## src/rtl/host_pkt_cmd_engine.sv

```systemverilog
module host_pkt_cmd_engine #(
  parameter int DATA_W   = 32,
  parameter int TAG_W    = 4,
  parameter int TOUT_CYC = 8
) (
  input  logic              clk,
  input  logic              rst_n,
  input  logic              run_pkt,
  input  logic              sof_req,
  output logic              sof_ack,
  input  logic              fifo_empty,
  input  logic [TAG_W-1:0]  fifo_tag,
  input  logic [DATA_W-1:0] fifo_data,
  output logic              fifo_rd,
  output logic              hdr_valid,
  input  logic              hdr_ack,
  output logic [3:0]        hdr_pid,
  output logic [1:0]        hdr_toggle,
  output logic [1:0]        hdr_ep_type,
  output logic [1:0]        hdr_speed,
  output logic [6:0]        hdr_addr,
  output logic [6:0]        hdr_ep,
  input  logic              phy_rdy,
  output logic              tx_valid,
  output logic [DATA_W-1:0] tx_data,
  output logic              tx_bad_crc,
  output logic              done,
  output logic [1:0]        done_status
);
  localparam int CW = $clog2(TOUT_CYC + 1);
  localparam logic [TAG_W-1:0] TAG_SOP = '0;
  localparam logic [TAG_W-1:0] TAG_EOP = TAG_W'(2);
  localparam logic [1:0] ST_OK = 2'b00, ST_UNDER = 2'b01, ST_ERR = 2'b10;
  localparam logic [3:0] PID_OUT = 4'b0001, PID_IN = 4'b1001,
                         PID_SETUP = 4'b1101, PID_PING = 4'b0100;

  typedef enum logic [2:0] {S_IDLE, S_CMD, S_HDR, S_STRM, S_WAIT, S_PURGE} st_t;
  st_t st;
  logic [31:0]   cmd_q;
  logic [CW-1:0] cnt;

  wire head_sop = !fifo_empty && (fifo_tag == TAG_SOP);
  wire head_eop = !fifo_empty && (fifo_tag == TAG_EOP);
  wire [3:0] pid_in = fifo_data[3:0];
  wire pid_ok = (pid_in == PID_OUT) || (pid_in == PID_IN) ||
                (pid_in == PID_SETUP) || (pid_in == PID_PING);
  wire cmd_good = head_sop && pid_ok;
  wire starve = phy_rdy && (fifo_empty || fifo_tag == TAG_SOP);
  wire has_payload = (cmd_q[3:0] == PID_OUT) || (cmd_q[3:0] == PID_SETUP);

  assign hdr_pid     = cmd_q[3:0];
  assign hdr_toggle  = cmd_q[5:4];
  assign hdr_ep_type = cmd_q[7:6];
  assign hdr_speed   = cmd_q[9:8];
  assign hdr_addr    = cmd_q[22:16];
  assign hdr_ep      = cmd_q[29:23];
  assign hdr_valid   = (st == S_HDR);
  assign sof_ack     = (st == S_IDLE) && sof_req;
  assign tx_data     = fifo_data;
  assign tx_bad_crc  = (st == S_STRM) && starve;
  assign tx_valid    = (st == S_STRM) && phy_rdy && !fifo_empty &&
                       !head_sop && !head_eop;

  always_comb begin
    case (st)
      S_CMD:   fifo_rd = !fifo_empty;
      S_STRM:  fifo_rd = phy_rdy && !fifo_empty && !head_sop;
      S_PURGE: fifo_rd = !fifo_empty && !head_sop;
      default: fifo_rd = 1'b0;
    endcase
  end

  always_ff @(posedge clk) begin
    if (!rst_n) begin
      st          <= S_IDLE;
      cmd_q       <= '0;
      cnt         <= '0;
      done        <= 1'b0;
      done_status <= ST_OK;
    end else begin
      done <= 1'b0;
      case (st)
        S_IDLE: if (run_pkt && !sof_req) st <= S_CMD;
        S_CMD: begin
          if (cmd_good) begin
            cmd_q <= fifo_data[31:0];
            st    <= S_HDR;
          end else begin
            done <= 1'b1; done_status <= ST_ERR; st <= S_IDLE;
          end
        end
        S_HDR: if (hdr_ack) begin
          if (has_payload) st <= S_STRM;
          else begin done <= 1'b1; done_status <= ST_OK; st <= S_IDLE; end
        end
        S_STRM: begin
          if (starve) begin
            cnt <= '0; st <= S_WAIT;
          end else if (phy_rdy && head_eop) begin
            done <= 1'b1; done_status <= ST_OK; st <= S_IDLE;
          end
        end
        S_WAIT: begin
          if (cnt == CW'(TOUT_CYC - 1)) st <= S_PURGE;
          else cnt <= cnt + 1'b1;
        end
        S_PURGE: if (fifo_empty || head_sop) begin
          done <= 1'b1; done_status <= ST_UNDER; st <= S_IDLE;
        end
        default: st <= S_IDLE;
      endcase
    end
  end


  no_empty_pop_chk: assert property (@(posedge clk) disable iff (!rst_n)
    fifo_empty |-> !fifo_rd);

  sop_kept_chk: assert property (@(posedge clk) disable iff (!rst_n)
    (fifo_rd && fifo_tag == TAG_SOP) |-> (st == S_CMD));

  done_pulse_chk: assert property (@(posedge clk) disable iff (!rst_n)
    done |=> !done);

  hdr_hold_chk: assert property (@(posedge clk) disable iff (!rst_n)
    (hdr_valid && !hdr_ack) |=> (hdr_valid && $stable(cmd_q)));

  sof_quiet_chk: assert property (@(posedge clk) disable iff (!rst_n)
    sof_ack |-> (!fifo_rd && !hdr_valid && !tx_valid));

  crc_then_wait_chk: assert property (@(posedge clk) disable iff (!rst_n)
    tx_bad_crc |=> (st == S_WAIT && !fifo_rd && !done));
endmodule

```

## config.mk

```make
export PLATFORM = sky130hd
export DESIGN_NAME = host_pkt_cmd_engine
export DESIGN_NICKNAME = d
export VERILOG_FILES = /design/src/rtl/host_pkt_cmd_engine.sv
export SDC_FILE = /design/constraint.sdc
export NUM_CORES = 1
export LEC_CHECK = 0
export ABC_AREA = 0
export CAP_MARGIN = 25
export CORE_MARGIN = 10
export CORE_UTILIZATION = 43
export CTS_CLUSTER_SIZE = 20
export DETAILED_ROUTE_END_ITERATION = 6
export GPL_ROUTABILITY_DRIVEN = 0
export PLACE_DENSITY = 0.95
export REMOVE_ABC_BUFFERS = 1
export SLEW_MARGIN = 20
export SYNTH_ARGS = -nofsm -noshare
export SYNTH_HDL_FRONTEND = slang
export SYNTH_SLANG_ARGS = --single-unit
```

## constraint.sdc

```tcl
create_clock -name clk -period 5.1 [get_ports clk]
set_input_delay 1.02 -clock clk [delete_from_list [all_inputs] [get_ports clk]]
set_output_delay 1.02 -clock clk [all_outputs]
set_load 0.1 [all_outputs]
```

* Yosys cells after proc, flatten, opt, wreduce, memory -nomap -nowiden
Cells that the tools add are included.
Word-level totals: register bits 40, bits of input ports 43, output and inout port bits 64, logic and storage cells 90
Operators by class: $add $sub $neg 1, equal/unequal tests 24, mux-type cells 27, reduce and logical (&&, ||, !) cells 33
Operators with widths (number):
- 2-to-1 mux 3 bit | 6
- one-hot mux 3 bit (6 select lines) | 1
- 2-to-1 mux 2 bit | 8
- logical AND 1 bit | 15
- != test 2 bit, second input constant | 7
- equality test 4 bit, second input constant | 3
- equality test 4 x 1 -> 1 bit, second input constant | 2
- equality test 4 x 3 -> 1 bit, second input constant | 2
- 2-to-1 mux 4 bit | 2
- one-hot mux 2 bit (4 select lines) | 1
- one-hot mux 4 bit (2 select lines) | 1
- AND reduction 7 bit | 1
- equality test 3 x 2 -> 1 bit, second input constant | 2
- equality test 3 bit, second input constant | 2
- logical OR 1 bit | 6
- 2-to-1 mux 1 bit | 6
- != test 2 x 1 -> 1 bit, second input constant | 3
- AND reduction 5 bit | 1
- adder 4 x 1 -> 4 bit, second input constant | 1
- equality test 4 x 2 -> 1 bit, second input constant | 1
- zero test 1 bit | 4
- zero test 4 bit | 1
- one-hot mux 1 bit (4 select lines) | 1
- nonzero test 4 bit | 1
- other kinds (7) | 7

* Depth between registers and ports, before layout
depth after elaboration 7, gate-level depth with buffers 7, depth with buffers taken out 5

* Worst setup path after synthesis
OpenSTA, ideal clock, no wires.
path kind in2out, start point input phy_rdy, end point output tx_valid, arrival 3463 ps, required time 4080 ps, path slack 617 ps, stages 2, buffers on the path 0, cell sequence and4b_1 -> nor3b_1
Between the ends: cells in the longest elaborated chain, start to end 4
Ends and longest elaborated chain:
- start, declared | RTL line 23 | input logic phy_rdy,
- logical AND 1 bit (3 in series) | RTL line 61 | assign tx_valid = (st == S_STRM) && phy_rdy && !fifo_empty &&
- logical AND 1 bit | RTL line 62 | !head_sop && !head_eop;
- end, declared | RTL line 24 | output logic tx_valid,
No other way between the ends.

* Worst setup path after layout
start point input fifo_tag[0], end point output tx_bad_crc
Between the ends: cells in the longest elaborated chain, start to end 4
Ends and longest elaborated chain:
- start, declared | RTL line 12 | input logic [TAG_W-1:0] fifo_tag,
- zero test 4 bit | RTL line 48 | wire starve = phy_rdy && (fifo_empty || fifo_tag == TAG_SOP);
- logical OR 1 bit | RTL line 48
- logical AND 1 bit | RTL line 48
- logical AND 1 bit | RTL line 60 | assign tx_bad_crc = (st == S_STRM) && starve;
- end, declared | RTL line 26 | output logic tx_bad_crc,
No other way between the ends.

==> results.tsv <==
metric	value	unit
minimum clock period	3840	ps
largest net degree at the start of global routing	29	
Warnings, synthesis	0	
beginning of the critical path	fifo_tag[0]	
critical path's largest stage delay	520	ps
setup slack, reg-to-reg	3270	ps
I/O pin cnt	107	
# rows	24	
period utilization	75.4	%
final clock skew	7.27	ps
WL final	6.39	mm
hold slack	459	ps
setup slack at placement	1270	ps
Syn Area/Cell	8.79	um2
Num CTS Buffers	5	
Die Area	7890	um2
via count of the first global-routing pass	2025	
Core Footprint	4470	um2
share of the yosys chip area belonging to registers	33.4	%
cell family with most CP delay	buffers and inverters	
measured slew at the worst slew-check pin	1030	ps
H-tree levels	2	
Starting Density	45.6	%
final setup violating endpoints	0	
number of enable flip-flop cells after synthesis	0	
antenna-violating nets left	0	
RR Endpoint	cnt[2]$_SDFFE_PN0P_	
drt wl/cell	19.1	um
cell-internal power	493	uW
Final Hold Fails	0	
dpl cells	327	
root buffer cell	clkbuf_8	
highest-count cells in the layout ignoring fill and taps	85 x clkdlybuf4s50_1, 34 x dfxtp_1, 30 x a21oi_1	
Worst path slowest cell	nor4_1	
Final Power	818	uW
Pleak	0.962	nW
DR vias	1963	
DIE HEIGHT	88.8	um
Synth Cell Area	2040	um2
Seq cells post-synth	34	
HP Class	flip-flop to flip-flop	
CP arrival	2820	ps
clk sinks	34	
P&R area growth vs syn	38.6	%
hold buffers post-CTS	0	
HPWL after DPL	4.77	mm
Clock power frac	29.8	%
ant diodes	0	
status	finished clean	
crit path max fanout	7	
GRT Total Usage	16.2	%
initial drt markers	151	
FF-to-FF Start	st[2]$_SDFFE_PN0P_	
Gate Count Post-Synth	232	
CTS tree	yes	
Die Width	88.8	um
worst skew pair latency	290	ps
Combinational Power Share	36.0	%
share of cells above drive strength 1	15.9	%
vias per cell	5.86	
PostCTS Resize Cnt	0	
RSZ-0062 raised after global routing	no	
switching power total	325	uW
final instance area	2820	um2
Yosys cell types	45	
utilization after layout	63.1	%
critical path cell sequence	clkdlybuf4s50_1, nor4_1, o21ai_1, inv_1, buf_4	
Slew Viols, Final	0	
Synth Flop Type	dfxtp_1	
Sequential Power Share	34.3	%
commonest non-fill, non-tap cell in the layout	clkdlybuf4s50_1	
setup ws final	1260	ps
Worst-path clk slew	70	ps
async set-reset flop share out of synthesis	0	%
GRT overflow	0	
placed standard-cell area	2720	um2
CP required	4080	ps
worst vdd ir	0.000178	V
Residual DRC	0	
initial antenna violation count	0	
maximum clock rate	0.260	GHz
Rel. slew slack	31.3	%
power density over cell area	290	nW/um2
Max-Cap Viols	0	
startpoint types	input pin	
WP depth	5	
setup bufs post-CTS	0	
Reg2Reg Depth	5	
Final Non-Filler Cells	335	
Final TNS setup	0	ps
final net count	326	
Pre-antenna DRT Iters	4	
worst path bufs/invs	3	
kind of critical path	input pin to output port	
Sw Ratio	39.8	%
global-route wire length before repair	10.2	mm
Port Buffer Count	90	
crit end category	output port	
clk buf depth	2	
Critical Path End	tx_bad_crc	
==> area by class of cell <==
type                    instances  area, um2
fillers                       354       1650
clock inverters                 3       40.0
flip-flops and latches         34        681
clock buffers                   5       68.8
well taps                      52       65.1
repair buffers                 96        937
inverters                       4       15.0
multi-input cells             141       1020
==> power by group through the flow <==
stage	sequential [mW]	combinational, mW	clock (mW)
final	0.280	0.294	0.244
after global routing	0.282	0.309	0.257
after CTS	0.281	0.294	0.246
after detailed placement	0.287	0.294	0
after global placement	0.286	0.289	0
after floorplan	0.302	0.106	0
==> worst register-to-register path: stages (launching register included) <==
cell and delay, ps:
dfxtp_1 520, and4b_1 280, o21ai_1 270, inv_1 210, or3_1 340, mux2i_1 130
==> kinds of logic after synthesis <==
logic type      Yosys count  share of synthesized area (%)
compound gates           71                           27.1
simple gates             64                           19.2
buf+inv                  57                           17.4
flops                    34                           33.4
xor+xnor                  3                           1.29
mux                       2                          0.982
fa+ha+maj                 1                          0.614
==> worst min path at each step <==
stage	from	end	slack (ps)	cells past startpoint
final	done_status[1]$_SDFFE_PN0P_	done_status[1]$_SDFFE_PN0P_	460	2
after global routing	cmd_q[6]$_SDFFE_PN0P_	cmd_q[6]$_SDFFE_PN0P_	490	2
after CTS	done_status[1]$_SDFFE_PN0P_	done_status[1]$_SDFFE_PN0P_	460	2
after detailed placement	done_status[1]$_SDFFE_PN0P_	done_status[1]$_SDFFE_PN0P_	450	2
after global placement	done_status[1]$_SDFFE_PN0P_	done_status[1]$_SDFFE_PN0P_	450	2
after floorplan	cnt[3]$_SDFFE_PN0P_	cnt[3]$_SDFFE_PN0P_	450	2
==> cell usage after synthesis, drive strengths merged (2+ instances only) <==
cell type  instances  area share [%]
nor3               4             1.2
a211oi             2            0.74
nand4             23             7.1
nor3b              2            0.74
nand3              7             1.7
mux2i              2            0.98
inv                3            0.55
nor2               4            0.74
a31oi              2            0.61
o31ai             23              13
or3                4             1.2
a21oi             30             7.4
and3               3            0.92
nand3b             2            0.74
o21ai              4            0.98
o211ai             2            0.74
clkbuf            14             2.6
xor2               2            0.86
nand2b             4             1.2
buf               39              14
nand2              4            0.74
dfxtp             34              33
==> sequential cells by signal (all words and copies together), names as in the netlist <==
signal	flops
cnt	4
cmd_q	24
done	1
done_status	2
st	3
==> routing by layer <==
| metal | vias up | routed length (um) | GRT usage, % |
|---|---|---|---|
| met2 | 88 | 3310 | 27.3 |
| met4 | 0 | 88 | 4.55 |
| met1 | 928 | 2370 | 17.5 |
| met5 | - | 0 | 0 |
| li1 | 939 | - | - |
| met3 | 8 | 628 | 8.00 |
Note: power is estimated with default switching activity, not from simulation.
